### config.mk
export PLATFORM = sky130hd
export DESIGN_NAME = guard_ctl_regs
export DESIGN_NICKNAME = d
export VERILOG_FILES = /design/src/rtl/guard_ctl_pkg.sv /design/src/rtl/gc_sync.sv /design/src/rtl/erase_unlock.sv /design/src/rtl/guard_ctl_regs.sv
export SDC_FILE = /design/constraint.sdc
export NUM_CORES = 1
export LEC_CHECK = 0
export ABC_CLOCK_PERIOD_IN_PS = 2790
export BUFFER_PORTS_ARGS = -buffer_cell sky130_fd_sc_hd__buf_2
export CAP_MARGIN = 15
export CORE_MARGIN = 2
export CORE_UTILIZATION = 40
export CTS_CLUSTER_SIZE = 12
export DETAILED_ROUTE_END_ITERATION = 10
export GPL_TIMING_DRIVEN = 0
export SLEW_MARGIN = 30
export SYNTH_ARGS = -nofsm -noshare
export SYNTH_HDL_FRONTEND = slang
export SYNTH_SLANG_ARGS = --single-unit
### constraint.sdc
create_clock -name clk -period 2.79 [get_ports clk]
set_input_delay 0.1395 -clock clk [delete_from_list [all_inputs] [get_ports clk]]
set_output_delay 0.1395 -clock clk [all_outputs]
set_load 0.005 [all_outputs]
### src/rtl/guard_ctl_pkg.sv
package guard_ctl_pkg;
  localparam int unsigned DATA_W = 8;

  // progress through the 1-0-1 unlock pattern
  typedef enum logic [1:0] {
    SEQ_IDLE     = 2'd0,
    SEQ_ONE      = 2'd1,
    SEQ_ONE_ZERO = 2'd2
  } seq_e;
endpackage

### src/rtl/gc_sync.sv
module gc_sync #(
  parameter int unsigned W       = 1,
  parameter int unsigned STAGES  = 2,
  parameter logic [W-1:0] RST_VAL = '0
) (
  input  logic         clk,
  input  logic         rst,
  input  logic [W-1:0] d,
  output logic [W-1:0] q
);
  logic [W-1:0] stg [STAGES];

  always_ff @(posedge clk) begin
    if (rst) begin
      for (int i = 0; i < STAGES; i++) stg[i] <= RST_VAL;
    end else begin
      stg[0] <= d;
      for (int i = 1; i < STAGES; i++) stg[i] <= stg[i-1];
    end
  end

  assign q = stg[STAGES-1];
endmodule

### src/rtl/erase_unlock.sv
module erase_unlock
  import guard_ctl_pkg::*;
#(
  parameter int unsigned PULSE_CYC = 16,
  localparam int unsigned CNT_W = $clog2(PULSE_CYC + 1)
) (
  input  logic clk,
  input  logic rst,
  input  logic wr_hit,    // write to the erase register
  input  logic wr_other,  // write to any other address
  input  logic wr_bit,    // bit 0 of that write
  output logic active_o
);
  seq_e             seq_q;
  logic [CNT_W-1:0] left_q;
  logic             fire;

  assign fire = wr_hit && wr_bit && (seq_q == SEQ_ONE_ZERO);

  always_ff @(posedge clk) begin
    if (rst) begin
      seq_q <= SEQ_IDLE;
    end else if (wr_other) begin
      seq_q <= SEQ_IDLE;
    end else if (wr_hit) begin
      case (seq_q)
        SEQ_IDLE:     seq_q <= wr_bit ? SEQ_ONE : SEQ_IDLE;
        SEQ_ONE:      seq_q <= wr_bit ? SEQ_ONE : SEQ_ONE_ZERO;
        SEQ_ONE_ZERO: seq_q <= SEQ_IDLE;
        default:      seq_q <= SEQ_IDLE;
      endcase
    end
  end

  always_ff @(posedge clk) begin
    if (rst) begin
      active_o <= 1'b0;
      left_q   <= '0;
    end else if (fire) begin
      active_o <= 1'b1;
      left_q   <= CNT_W'(PULSE_CYC - 1);
    end else if (left_q != '0) begin
      left_q   <= left_q - 1'b1;
    end else begin
      active_o <= 1'b0;
    end
  end
endmodule

### src/rtl/guard_ctl_regs.sv
module guard_ctl_regs
  import guard_ctl_pkg::*;
#(
  parameter int unsigned ADDR_W       = 12,
  parameter logic [ADDR_W-1:0] ADDR_ERASE = 'h6BF,
  parameter logic [ADDR_W-1:0] ADDR_FLUSH = 'h6C0,
  parameter logic [ADDR_W-1:0] ADDR_BPLN  = 'h6C1,
  parameter logic [ADDR_W-1:0] ADDR_SCR   = 'h6C6,
  parameter int unsigned ERASE_CYCLES = 16,
  parameter int unsigned SYNC_STAGES  = 2,
  parameter logic [DATA_W-1:0] SCR_RST = 8'hFF
) (
  input  logic              clk,
  input  logic              rst,
  input  logic [ADDR_W-1:0] bus_addr,
  input  logic [DATA_W-1:0] bus_wdata,
  input  logic              bus_we,
  input  logic              bus_re,
  output logic [DATA_W-1:0] bus_rdata,
  input  logic              syscon_n_i,
  input  logic              mrst_n_i,
  output logic              erase_act_o,
  output logic              flush_act_o,
  output logic              mrst_oe_o,
  output logic              wp_oe_o,
  output logic              board_rst_o
);
  localparam int unsigned BIT_MASK = 4;
  localparam int unsigned BIT_MDRV = 3;
  localparam int unsigned BIT_WP   = 2;

  logic              wr_erase, wr_other;
  logic              bp_mask_q;
  logic [DATA_W-1:0] scr_q;
  logic [1:0]        sync_q;
  logic              mrst_s, strap_s, mrst_prev_q;
  logic [DATA_W-1:0] rd_val;

  assign wr_erase = bus_we && (bus_addr == ADDR_ERASE);
  assign wr_other = bus_we && (bus_addr != ADDR_ERASE);

  gc_sync #(.W(2), .STAGES(SYNC_STAGES), .RST_VAL(2'b11)) u_sync (
    .clk(clk), .rst(rst), .d({syscon_n_i, mrst_n_i}), .q(sync_q)
  );
  assign mrst_s  = sync_q[0];
  assign strap_s = sync_q[1];

  erase_unlock #(.PULSE_CYC(ERASE_CYCLES)) u_unlock (
    .clk(clk), .rst(rst), .wr_hit(wr_erase), .wr_other(wr_other),
    .wr_bit(bus_wdata[0]), .active_o(erase_act_o)
  );

  always_ff @(posedge clk) begin
    if (rst) begin
      flush_act_o <= 1'b1;
      bp_mask_q   <= 1'b0;
      mrst_oe_o   <= 1'b0;
      wp_oe_o     <= 1'b0;
      scr_q       <= SCR_RST;
    end else if (bus_we) begin
      if (bus_addr == ADDR_FLUSH) flush_act_o <= ~bus_wdata[0];
      if (bus_addr == ADDR_BPLN) begin
        bp_mask_q <= bus_wdata[BIT_MASK];
        mrst_oe_o <= bus_wdata[BIT_MDRV];
        wp_oe_o   <= strap_s ? (wp_oe_o & bus_wdata[BIT_WP]) : bus_wdata[BIT_WP];
      end
      if (bus_addr == ADDR_SCR) scr_q <= bus_wdata;
    end
  end

  // falling edge of the synchronised backplane reset, gated by the mask
  always_ff @(posedge clk) begin
    if (rst) begin
      mrst_prev_q <= 1'b1;
      board_rst_o <= 1'b0;
    end else begin
      mrst_prev_q <= mrst_s;
      board_rst_o <= bp_mask_q & mrst_prev_q & ~mrst_s;
    end
  end

  always_comb begin
    rd_val = '0;
    case (bus_addr)
      ADDR_ERASE: rd_val[0] = ~erase_act_o;
      ADDR_FLUSH: rd_val[0] = ~flush_act_o;
      ADDR_BPLN: begin
        rd_val[BIT_MASK] = bp_mask_q;
        rd_val[BIT_MDRV] = mrst_oe_o;
        rd_val[BIT_WP]   = wp_oe_o;
      end
      ADDR_SCR:   rd_val = scr_q;
      default:    rd_val = '0;
    endcase
  end

  always_ff @(posedge clk) begin
    if (rst) bus_rdata <= '0;
    else     bus_rdata <= bus_re ? rd_val : '0;
  end
endmodule

[After elaboration in Yosys (flattened, before gate mapping)]
Memory sizes are Yosys's and may differ from the RTL's.
Cells that the tools add are included.
Widths: inputs -> output; s select.
Operators by class
  equal/unequal tests: 8
  reductions and logical operators: 14
  multiplexer cells: 15
  bitwise operators: 11
  $add $sub $neg: 1
Operators by type and width (number)
  $eq 12x11->1 const B: 4
  $ne 12x11->1 const B: 1
  $mux 4: 2
  $mux 1: 7
  $mux 2: 3
  $not 1->1: 6
  $pmux 3 s2: 1
  $reduce_and 2->1: 3
  $reduce_or 2->1: 3
  $reduce_bool 5->1: 1
  $sub 5x1->5 const B: 1
  $logic_and 1x1->1: 4
  $pmux 2 s2: 1
  $and 1x1->1: 3
  $pmux 1 s3: 1
  $reduce_or 3->1: 1
  $eq 2x1->1 const B: 1
  $eq 2x2->1 const B: 1
  $logic_not 2->1: 1
  $ne 2x1->1 const B: 1
  $or 1x1->1: 2
  $reduce_bool 2->1: 1
Storage, ports and cells
  memories: 1
  flip-flop bits (word level): 30
  output and inout bits: 13
  logic and storage cells: 63
  bits in writable memories: 4
Memories
  u_sync.stg: words 2, bits a word 2, rd ports 2, clocked after Yosys merged registers in 0, wr ports 2, RTL line gc_sync.sv:11  | logic [W-1:0] stg [STAGES];

[Longest topological paths before layout]
Gate-level depths: netlist of the first run.
  word-level depth: 5
  gate-level depth with buffers: 7
  depth with buffers taken out: 6

[Modules after synthesis]
A second synthesis of the first run with hierarchy kept.
Second synthesis, totals
  cells, all modules: 143
  area, all modules: 1445.1 µm²
Modules (own cells, without submodules)
  guard_ctl_regs: area an instance 938.4 µm², times used 1, cells each 92
  erase_unlock: area an instance 386.6 µm², times used 1, cells each 41
  gc_sync: area an instance 120.1 µm², times used 1, cells each 10

[Worst setup path after synthesis of the first run]
No wires, ideal clock.
  kind: reg2reg
  start: reg u_unlock.left_q[0]
  end: reg u_unlock.left_q[3]
  arrival: 1572 ps
  stages on the path, launching flop included: 8
  buffers on the path: 1
  setup slack: 1086 ps
  required time: 2658 ps
  path through: dfxtp_1 -> inv_1 -> ha_1 -> or4b_2 -> clkbuf_1 -> nor3b_1 -> a21oi_1 -> a21oi_1
Between the ends
  cells in the longest elaborated chain, start to end: 3
RTL lines
  from (decl): RTL line erase_unlock.sv:15  | logic [CNT_W-1:0] left_q;
  from (signal assigned): RTL line erase_unlock.sv:41  | left_q <= CNT_W'(PULSE_CYC - 1);
  from (signal assigned): RTL line erase_unlock.sv:43  | left_q <= left_q - 1'b1;
  $sub 5x1->5: RTL line erase_unlock.sv:43
  $mux 4: RTL line erase_unlock.sv:42  | end else if (left_q != '0) begin
  $mux 4: RTL line erase_unlock.sv:39  | end else if (fire) begin
Parallel ways exist; a longest one is shown, timed or not. The select of a mux whose other input is x is not followed.
A chain may end at the register's enable or synchronous reset.

[Worst setup path after layout of the first run]
Same ends and word-level chain as after synthesis.

==> results of run 1 <==
==> Yosys cell counts, drive strengths merged (3+ instances only) <==
cell	instances	area share (%)
dfxtp	34	49
and2	4	1.8
nor2	16	4.4
nor3	11	4.0
clkbuf	4	1.1
nor4	4	2.9
nand4	4	1.8
nand2	7	1.9
a22o	3	1.9
buf	4	2.3
or2	5	2.3
nand2b	3	1.4
inv	3	0.82
a21oi	17	6.7
==> area by class of cell <==
class                      instances  area, um^2
clock buffer                       6        51.3
sequential                        34         681
multi-input combinational        100         641
fill                             340        1610
timing repair buffer              38         200
buffer                             8        46.3
tap                               46        57.6
clock inverter                     2        12.5
inverter                           3        11.3
==> metal layers <==
| metal | vias to the layer above | global-route usage, % | routed length [um] |
|---|---|---|---|
| met4 | 0 | 8.33 | 59 |
| met3 | 9 | 5.59 | 174 |
| met5 | - | 0 | 0 |
| met2 | 35 | 24.3 | 1290 |
| met1 | 529 | 19.0 | 1240 |
| li1 | 599 | - | - |
==> report_power, final <==
part / switching [mW] / internal, mW / total (mW) / leakage [nW]
clock: 0.169 / 0.121 / 0.290 / 0.0343
combinational: 0.105 / 0.115 / 0.221 / 0.402
sequential: 0.0237 / 0.517 / 0.541 / 0.276
==> timing repair <==
| item | in CTS | in global routing |
|---|---|---|
| hold buffers | 2 | 0 |
| endpoints found under the setup margin | 0 | 0 |
| endpoints found under the hold margin | 2 | 0 |
==> sequential cells by signal (all words and copies together) (netlist names) <==
name	count
u_sync.stg	4
u_unlock.left_q	5
mrst_oe_o	1
board_rst_o	1
flush_act_o	1
bp_mask_q	1
mrst_prev_q	1
bus_rdata	8
wp_oe_o	1
scr_q	8
u_unlock.active_o	1
u_unlock.seq_q	2
==> critical path, delay by kind of cell (launching register included) <==
family          cells  cell delay (ps)
simple gates        2              750
flops               1              340
buf+inv             2              240
fa+ha+maj           1              190
compound gates      2              180
==> final timing paths <==
path                                    from                         endpoint  slack (ps)  cells after the start
max          u_unlock.left_q[0]$_SDFFE_PP0P_  u_unlock.left_q[3]$_SDFFE_PP0P_         960                      7
min                                   bus_we   u_unlock.seq_q[0]$_SDFFE_PP0P_          50                      2
max reg2reg  u_unlock.left_q[0]$_SDFFE_PP0P_  u_unlock.left_q[3]$_SDFFE_PP0P_         960                      7
min reg2reg      u_sync.stg[0][1]$_SDFF_PP1_      u_sync.stg[0][3]$_SDFF_PP1_         420                      1
==> kinds of logic (layout without fill, tap and decap cells) <==
logic type | count (synthesis) | in the layout | share of synthesized area [%]
mux | 3 | 3 | 2.27
fa+ha+maj | 1 | 1 | 0.907
flops | 34 | 34 | 49.4
simple gates | 70 | 70 | 31.7
buf+inv | 11 | 57 | 4.17
compound gates | 25 | 25 | 11.0
xor+xnor | 1 | 1 | 0.635
==> out/qor.csv, run 1 <==
metric;value;unit
Max stage delay on crit path;580;ps
commonest cells after routing, fill and taps aside;buf_2 (37), dfxtp_1 (34), nor2_1 (16);
leakage power;0.713;nW
via/cell ratio;4.95;
postcts setup bufs;0;
average wire per standard cell;11.7;um
maxcap violations;0;
pwr dens;618;mW/mm^2
relative slew slack;52.7;%
antenna violations before repair;0;
Cells after Synth;145;
Seq/Total Area, Yosys;49.4;%
Hold Worst Slack;49.2;ps
nets;217;
Yosys cell types;39;
Place WS;981;ps
Clock Tree Root;clkbuf_4;
row count;21;
die width;62.7;um
Area Growth Syn to Fin;23.3;%
crit start category;register;
post-CTS resize count;0;
initial core utilization;41.6;%
Die Height;62.7;um
ys async rst share;0;%
crit-path max FO;6;
routed wire length;2770;um
I/O pins;39;
layout cells sized above 1;32.5;%
Die ar.;0.00393;mm^2
commonest non-fill, non-tap cell in the layout;buf_2;
global-route wire length before repair;4820;um
via total after detailed routing;1172;
final instance area;0.00170;mm^2
crit-path cells;inv_1 > ha_1 > or4b_2 > clkbuf_1 > nor3b_1 > a21oi_1 > a21oi_1;
Avg Inst Size Synth;9.51;um^2
vias in the first global route;1090;
Core Region;0.00331;mm^2
Worst setup EP type;register;
Final ANT Viol Nets;0;
syn nets;172;
number of enable flip-flop cells after synthesis;0;
global placement routability congestion;0.793;
Final Hold Fails;0;
type of the tightest min-delay check;in2reg;
Slew Viols, Final;0;
clk_lat worst skew;340;ps
top_reg_cell synth;dfxtp_1;
RSZ-0062 raised after global routing;no;
final worst path period share;65.5;%
slew at the pin closest to its max-slew limit;704;ps
Final Power;1.05;mW
WP data arrival;2040;ps
final std cells w/o fill;237;
TNS Setup;0;ps
CTS Buf Count;5;
status;finished, final reports clean;
I/O Buffers;36;
Placement Cell Area;0.00162;mm^2
post-route setup slack;962;ps
clock sinks;34;
Yosys warning total;0;
CTS tree;built;
Total Routing Usage GR;15.7;%
Worst Path Required;3010;ps
#FFs+latches synth;34;
mapped cell area;0.00138;mm^2
drc violations;0;
maximum vdd drop;0.000312;V
fmax;0.547;GHz
fin crit period;1830;ps
hpwl dp;2060;um
Placed Cells;227;
largest net degree at the start of global routing;12;
grt total ovfl;0;
ant diodes;0;
crit path max-delay cell type;or4b_2;
H-tree depth;2;
Layout Skew;3.33;ps
Detailed Routing Iterations Pass 1;4;
Worst Setup Path Type;reg2reg;
clock slew at reported path FFs;100;ps
most frequent cell on the critical path;a21oi_1;
First DRT Iteration DRCs;44;
end-of-flow core utilization;51.4;%
Clock Path Buffers;2;
setup violators final;0;
(Power assumes the default switching activity.)
==> run 2, diff against run 1 <==
--- a/config.mk
+++ b/config.mk
@@ -5,7 +5,8 @@
 export SDC_FILE = /design/constraint.sdc
 export NUM_CORES = 1
 export LEC_CHECK = 0
-export ABC_CLOCK_PERIOD_IN_PS = 2790
+export ABC_AREA = 1
+export ABC_CLOCK_PERIOD_IN_PS = 1820
 export BUFFER_PORTS_ARGS = -buffer_cell sky130_fd_sc_hd__buf_2
 export CAP_MARGIN = 15
 export CORE_MARGIN = 2
==> constraint.sdc (replaced) <==
create_clock -name clk -period 1.82 [get_ports clk]
set_input_delay 0.091 -clock clk [delete_from_list [all_inputs] [get_ports clk]]
set_output_delay 0.091 -clock clk [all_outputs]
set_load 0.005 [all_outputs]
==> run 2 against run 1 <==
Hold slack got worse by 41 ps. Highest routed layer unchanged. Sequential share of layout area decreased by 2.6 points. Worst setup slack got worse by 550 ps. Via count increased by 14%. Clock power increased by 50%. Flip-flop and latch count unchanged.
==> out/qor.csv, run 2 <==
metric;value;unit
#FFs+latches synth;34;
initial core utilization;42.3;%
global-route wire length before repair;5400;um
type of the tightest min-delay check;in2reg;
crit path launch;u_unlock.left_q[0]$_SDFFE_PP0P_;
I/O pins;39;
slew at the pin closest to its max-slew limit;583;ps
CTS tree;built;
Die ar.;0.00408;mm^2
die width;63.9;um
final instance area;0.00182;mm^2
fin crit period;1410;ps
top post-synthesis cells by count;nand3_1 (35), dfxtp_1 (34), nand2_1 (34);
ys async rst share;0;%
R2R setup slack;410;ps
pwr dens;845;mW/mm^2
top flop regs;bus_rdata x8, scr_q x8, u_unlock.left_q x5;
status;finished, final reports clean;
average wire per standard cell;10.2;um
switching pwr;0.441;mW
grt total ovfl;0;
Int Pwr;1.10;mW
Area contributors post-synth;dfxtp_1 (47%), nand3_1 (12%), nand2_1 (8.9%);
Placement Cell Area;0.00168;mm^2
Yosys warning total;0;
Worst path depth;10;
Worst Setup Path Type;reg2reg;
top_reg_cell synth;dfxtp_1;
mapped cell area;0.00143;mm^2
nets;273;
postcts setup bufs;0;
Avg Inst Size Synth;7.39;um^2
Clock Tree Root;clkbuf_4;
hpwl dp;2220;um
RSZ-0062 raised after global routing;no;
leakage power;0.914;nW
final worst path period share;77.5;%
Worst setup EP type;register;
crit path to;u_unlock.left_q[1]$_SDFFE_PP0P_;
Synth top area share;47.5;%
Layout Skew;5.86;ps
Core Region;0.00339;mm^2
relative slew slack;61.0;%
Max stage delay on crit path;340;ps
fmax;0.709;GHz
Total Routing Usage GR;16.6;%
syn nets;221;
crit-path cells;inv_1 > ha_1 > nand2_1 > nor2_1 > inv_1 > nor2_1 > inv_1 > nand3_1 > nand2_1 > nor2_1;
Final Hold Fails;0;
Final ANT Viol Nets;0;
Clock power frac;28.4;%
maximum vdd drop;0.000659;V
FF-to-FF Start;u_unlock.left_q[0]$_SDFFE_PP0P_;
TNS Setup;0;ps
Detailed Routing Iterations Pass 1;4;
largest net degree at the start of global routing;11;
worst hold start;bus_wdata[3];
First DRT Iteration DRCs;68;
routed wire length;3000;um
maxcap violations;0;
vias in the first global route;1322;
row count;21;
I/O Buffers;37;
Crit path max-delay family;simple AND/OR/NAND/NOR gates;
global placement routability congestion;0.813;
crit start category;register;
commonest non-fill, non-tap cell in the layout;buf_2;
CTS Buf Count;5;
post-CTS resize count;0;
WP data arrival;1690;ps
clock slew at reported path FFs;110;ps
Slew Viols, Final;0;
top-count cell post-synth;nand3_1;
hold_buf cts;8;
clock sinks;34;
Cells after Synth;194;
antenna violations before repair;0;
setup violators final;0;
drc violations;0;
ant diodes;0;
Worst Path Required;2100;ps
crit-path max FO;4;
Clock Path Buffers;2;
Comb power frac;19.4;%
layout cells sized above 1;24.7;%
R2R Path End;u_unlock.left_q[1]$_SDFFE_PP0P_;
Area Growth Syn to Fin;26.7;%
crit path buf inv count;3;
crit path max-delay cell type;dfxtp_1;
Die Height;63.9;um
commonest cells after routing, fill and taps aside;buf_2 (37), nand3_1 (35), nand2_1 (34), dfxtp_1 (34), nor2_1 (29);
most area-hungry cell type in the Yosys netlist;dfxtp_1;
via total after detailed routing;1335;
number of enable flip-flop cells after synthesis;0;
FF-to-FF path depth;10;
clk_lat worst skew;330;ps
Seq/Total Area, Yosys;47.5;%
H-tree depth;2;
Yosys cell types;22;
via/cell ratio;4.56;
Sw Share;28.7;%
sequential share of power;52.2;%
-- run 2: cell count changes after synthesis, moves of 8 or more --
| cell | delta |
|---|---|
| nand2_1 | +27 |
| nor2_1 | +13 |
| inv_1 | +17 |
| a21oi_1 | -8 |
| nand3_1 | +35 |
| nor3_1 | -8 |
-- run 2: cell families after synthesis --
group / after synthesis / synth area share, %
buffers and inverters: 27 / 7.33
and+or+nand+nor: 122 / 40.5
DFF: 34 / 47.5
muxes: 1 / 0.698
AOI/OAI and AO/OA: 9 / 3.14
adders and majority gates: 1 / 0.872
-- run 2: how the worst min path moves through the flow --
stage                                        to  slack [ps]  cells after the start
floorplan           u_sync.stg[0][0]$_SDFF_PP1_         190                      1
global placement    u_sync.stg[0][0]$_SDFF_PP1_         270                      2
detailed placement  u_sync.stg[0][0]$_SDFF_PP1_         280                      2
CTS                       scr_q[4]$_SDFFE_PP1P_           4                      3
global route              scr_q[3]$_SDFFE_PP1P_          10                      3
finish                    scr_q[3]$_SDFFE_PP1P_           8                      3
-- run 2: area by class of cell --
class | instances | area [um^2]
plain buffers | 5 | 22.5
repair buffers | 45 | 265
multi-input cells | 133 | 648
inverters | 22 | 82.6
clock buffers | 7 | 55.1
clock inverters | 1 | 5.00
flip-flops and latches | 34 | 681
fillers | 331 | 1570
well taps | 46 | 57.6
-- run 2: worst register-to-register path: stages (launching register included) --
cell and delay, ps:
dfxtp_1 340, inv_1 70, ha_1 170, nand2_1 70, nor2_1 90, inv_1 50, nor2_1 210, inv_1 110
nand3_1 90, nand2_1 50, nor2_1 90
-- run 2: layer usage --
metal,GRT usage [%],wire [um],vias up
li1,-,-,724
met5,0,0,-
met3,4.75,168,5
met2,28.5,1430,32
met4,5.71,33,0
met1,19.6,1380,574
-- run 2: power by group through the flow --
stage	clock, mW	sequential (mW)	combinational, mW
global route	0.466	0.805	0.347
floorplan	0	0.814	0.213
detailed placement	0	0.818	0.284
global placement	0	0.818	0.286
CTS	0.450	0.802	0.300
finish	0.436	0.802	0.298
-- run 2: metrics by stage --
step / total power [mW] / hold WS, ps / setup WS (ps) / utilization, % / std cells
after floorplan: 1.03 / 195 / 596 / - / 194
after global placement: 1.10 / 273 / 426 / 49.5 / 277
after detailed placement: 1.10 / 278 / 426 / 49.5 / 277
after CTS: 1.55 / 3.97 / 411 / 53.6 / 293
after global routing: 1.62 / 11.6 / 226 / 53.6 / 293
final: 1.54 / 8.38 / 410 / 53.6 / 293
==> run 3, diff against run 2 <==
--- a/config.mk
+++ b/config.mk
@@ -5,8 +5,8 @@
 export SDC_FILE = /design/constraint.sdc
 export NUM_CORES = 1
 export LEC_CHECK = 0
-export ABC_AREA = 1
-export ABC_CLOCK_PERIOD_IN_PS = 1820
+export ABC_AREA = 0
+export ABC_CLOCK_PERIOD_IN_PS = 1100
 export BUFFER_PORTS_ARGS = -buffer_cell sky130_fd_sc_hd__buf_2
 export CAP_MARGIN = 15
 export CORE_MARGIN = 2
@@ -14,6 +14,7 @@
 export CTS_CLUSTER_SIZE = 12
 export DETAILED_ROUTE_END_ITERATION = 10
 export GPL_TIMING_DRIVEN = 0
+export PLACE_DENSITY = 0.66
 export SLEW_MARGIN = 30
 export SYNTH_ARGS = -nofsm -noshare
 export SYNTH_HDL_FRONTEND = slang
==> constraint.sdc (replaced) <==
create_clock -name clk -period 1.1 [get_ports clk]
set_input_delay 0.055 -clock clk [delete_from_list [all_inputs] [get_ports clk]]
set_output_delay 0.055 -clock clk [all_outputs]
set_load 0.005 [all_outputs]
==> run 3 against run 2 <==
The run now ends with negative setup slack left. Cell area grew 11%. Combinational power grew to 3.0 times the previous value. Clock skew grew 6.2 ps. Sequential power grew 73%. Maximum frequency shrank 8.0%. Count of clock-buffer cells in the layout is the same. Largest cell class is now multi-input gates. Register-to-register slack lost 840 ps. First-iteration DRC count shrank 24%. Via count shrank 5.1%.
==> out/qor.csv, run 3 (synthesis results as in run 1) <==
metric;value;unit
crit path buf inv count;2;
Total Routing Usage GR;17.9;%
Die Height;62.7;um
Crit path max-delay family;simple AND/OR/NAND/NOR gates;
hpwl dp;2190;um
clk_lat worst skew;330;ps
Area Growth Syn to Fin;46.6;%
fin crit period;1530;ps
First DRT Iteration DRCs;52;
maximum vdd drop;0.000837;V
largest net degree at the start of global routing;11;
layout cells sized above 1;44.4;%
nets;231;
top flop regs;bus_rdata x8, scr_q x8, u_unlock.left_q x5;
crit path launch;u_unlock.left_q[0]$_SDFFE_PP0P_;
via/cell ratio;5.05;
pwr dens;1550;mW/mm^2
TNS Setup;-1770;ps
row count;21;
crit start category;register;
Worst setup EP type;register;
clock sinks;34;
ant diodes;0;
Detailed Routing Iterations Pass 1;4;
fmax;0.652;GHz
FF-to-FF Start;u_unlock.left_q[0]$_SDFFE_PP0P_;
routed wire length;3260;um
post-route setup slack;-433;ps
Clock Path Buffers;2;
CTS tree;built;
final std cells w/o fill;251;
crit path max-delay cell type;or4b_4;
clock slew at reported path FFs;80;ps
type of the tightest min-delay check;in2reg;
vias in the first global route;1238;
initial core utilization;41.6;%
Slew Viols, Final;0;
commonest non-fill, non-tap cell in the layout;buf_2;
RSZ-0062 raised after global routing;yes;
Final Hold Fails;0;
via total after detailed routing;1267;
grt total ovfl;0;
Worst Setup Path Type;reg2reg;
failing checks;negative setup slack;
average wire per standard cell;13.0;um
relative slew slack;62.1;%
drc violations;0;
setup violators final;5;
Placed Cells;227;
global-route wire length before repair;5530;um
final worst path period share;139;%
I/O Buffers;36;
antenna violations before repair;0;
commonest cells after routing, fill and taps aside;buf_2 (34), dfxtp_1 (31), nor2_1 (16);
leakage power;0.829;nW
Layout Skew;12.1;ps
die width;62.7;um
Core Region;0.00331;mm^2
status;complete, but fails checks;
slew at the pin closest to its max-slew limit;568;ps
CTS Buf Count;5;
maxcap violations;0;
Final ANT Viol Nets;0;
worst hold start;bus_wdata[0];
crit-path max FO;5;
Max stage delay on crit path;500;ps
crit-path cells;inv_2 > ha_4 > or4b_4 > buf_12 > xnor2_2 > a21oi_1;
global placement routability congestion;0.760;
Worst Path Required;1340;ps
Hold Worst Slack;39.2;ps
Clock Tree Root;clkbuf_4;
WP data arrival;1770;ps
I/O pins;39;
H-tree depth;2;
Final Power;3.14;mW
Die ar.;0.00393;mm^2
run 3: cell count changes in the layout (fill, tap and decap cells not counted), moves of 4 or more:
cell / before / now
inv_1: 20 / 1
nor3_2: 1 / 7
and2_1: 0 / 4
buf_4: 1 / 7
nor2_1: 29 / 16
nand2_1: 34 / 7
nor2_2: 4 / 0
nand3_1: 35 / 0
a21oi_2: 0 / 8
run 3: timing repair:
action	in CTS	in global routing
pin swaps	4	6
hold buffers	10	0
resized for setup	17	3
buffers inserted	3	3
endpoints found under the hold margin	11	0
endpoints found under the setup margin	15	19
gates cloned	1	0
run 3: layout make-up:
class | count | area, um^2
flip-flops and latches | 34 | 684
fillers | 301 | 1290
clock buffers | 7 | 45.0
inverters | 3 | 11.3
clock inverters | 1 | 30.0
plain buffers | 7 | 50.0
multi-input cells | 100 | 774
well taps | 46 | 57.6
repair buffers | 53 | 368
run 3: worst register-to-register path, cell delays in order, from the launching register on:
cell	delay [ps]
dfxtp_2	350
inv_2	60
ha_4	120
or4b_4	500
buf_12	150
xnor2_2	110
a21oi_1	150
run 3: report_power, final:
| part | leakage [nW] | switching (mW) | total [mW] | internal (mW) |
|---|---|---|---|---|
| Combinational | 0.512 | 0.358 | 0.886 | 0.528 |
| Sequential | 0.277 | 0.0742 | 1.39 | 1.32 |
| Clock | 0.0395 | 0.379 | 0.861 | 0.482 |
run 3: final timing paths:
check / to / slack [ps] / cells after the start
worst max-delay path: u_unlock.left_q[0]$_SDFFE_PP0P_ / -430 / 6
worst max register to register: u_unlock.left_q[0]$_SDFFE_PP0P_ / -430 / 6
worst min-delay path: u_unlock.seq_q[0]$_SDFFE_PP0P_ / 40 / 3
worst min register to register: u_sync.stg[0][2]$_SDFF_PP1_ / 420 / 1
run 3: through the flow:
| stage | setup slack, ps | utilization [%] | area (um^2) |
|---|---|---|---|
| after CTS | -403 | 59.6 | 1970 |
| after global routing | -473 | 61.0 | 2020 |
| after detailed placement | -491 | 51.6 | 1710 |
| final | -433 | 61.0 | 2020 |
| after global placement | -462 | 51.6 | 1710 |
| after floorplan | -409 | - | 1470 |
run 3: per-layer routing:
layer | track usage, % | part of all wire [%]
met5 | 0 | 0
met4 | 6.67 | 1.7
met3 | 5.95 | 6.0
met2 | 31.9 | 53
met1 | 19.6 | 39
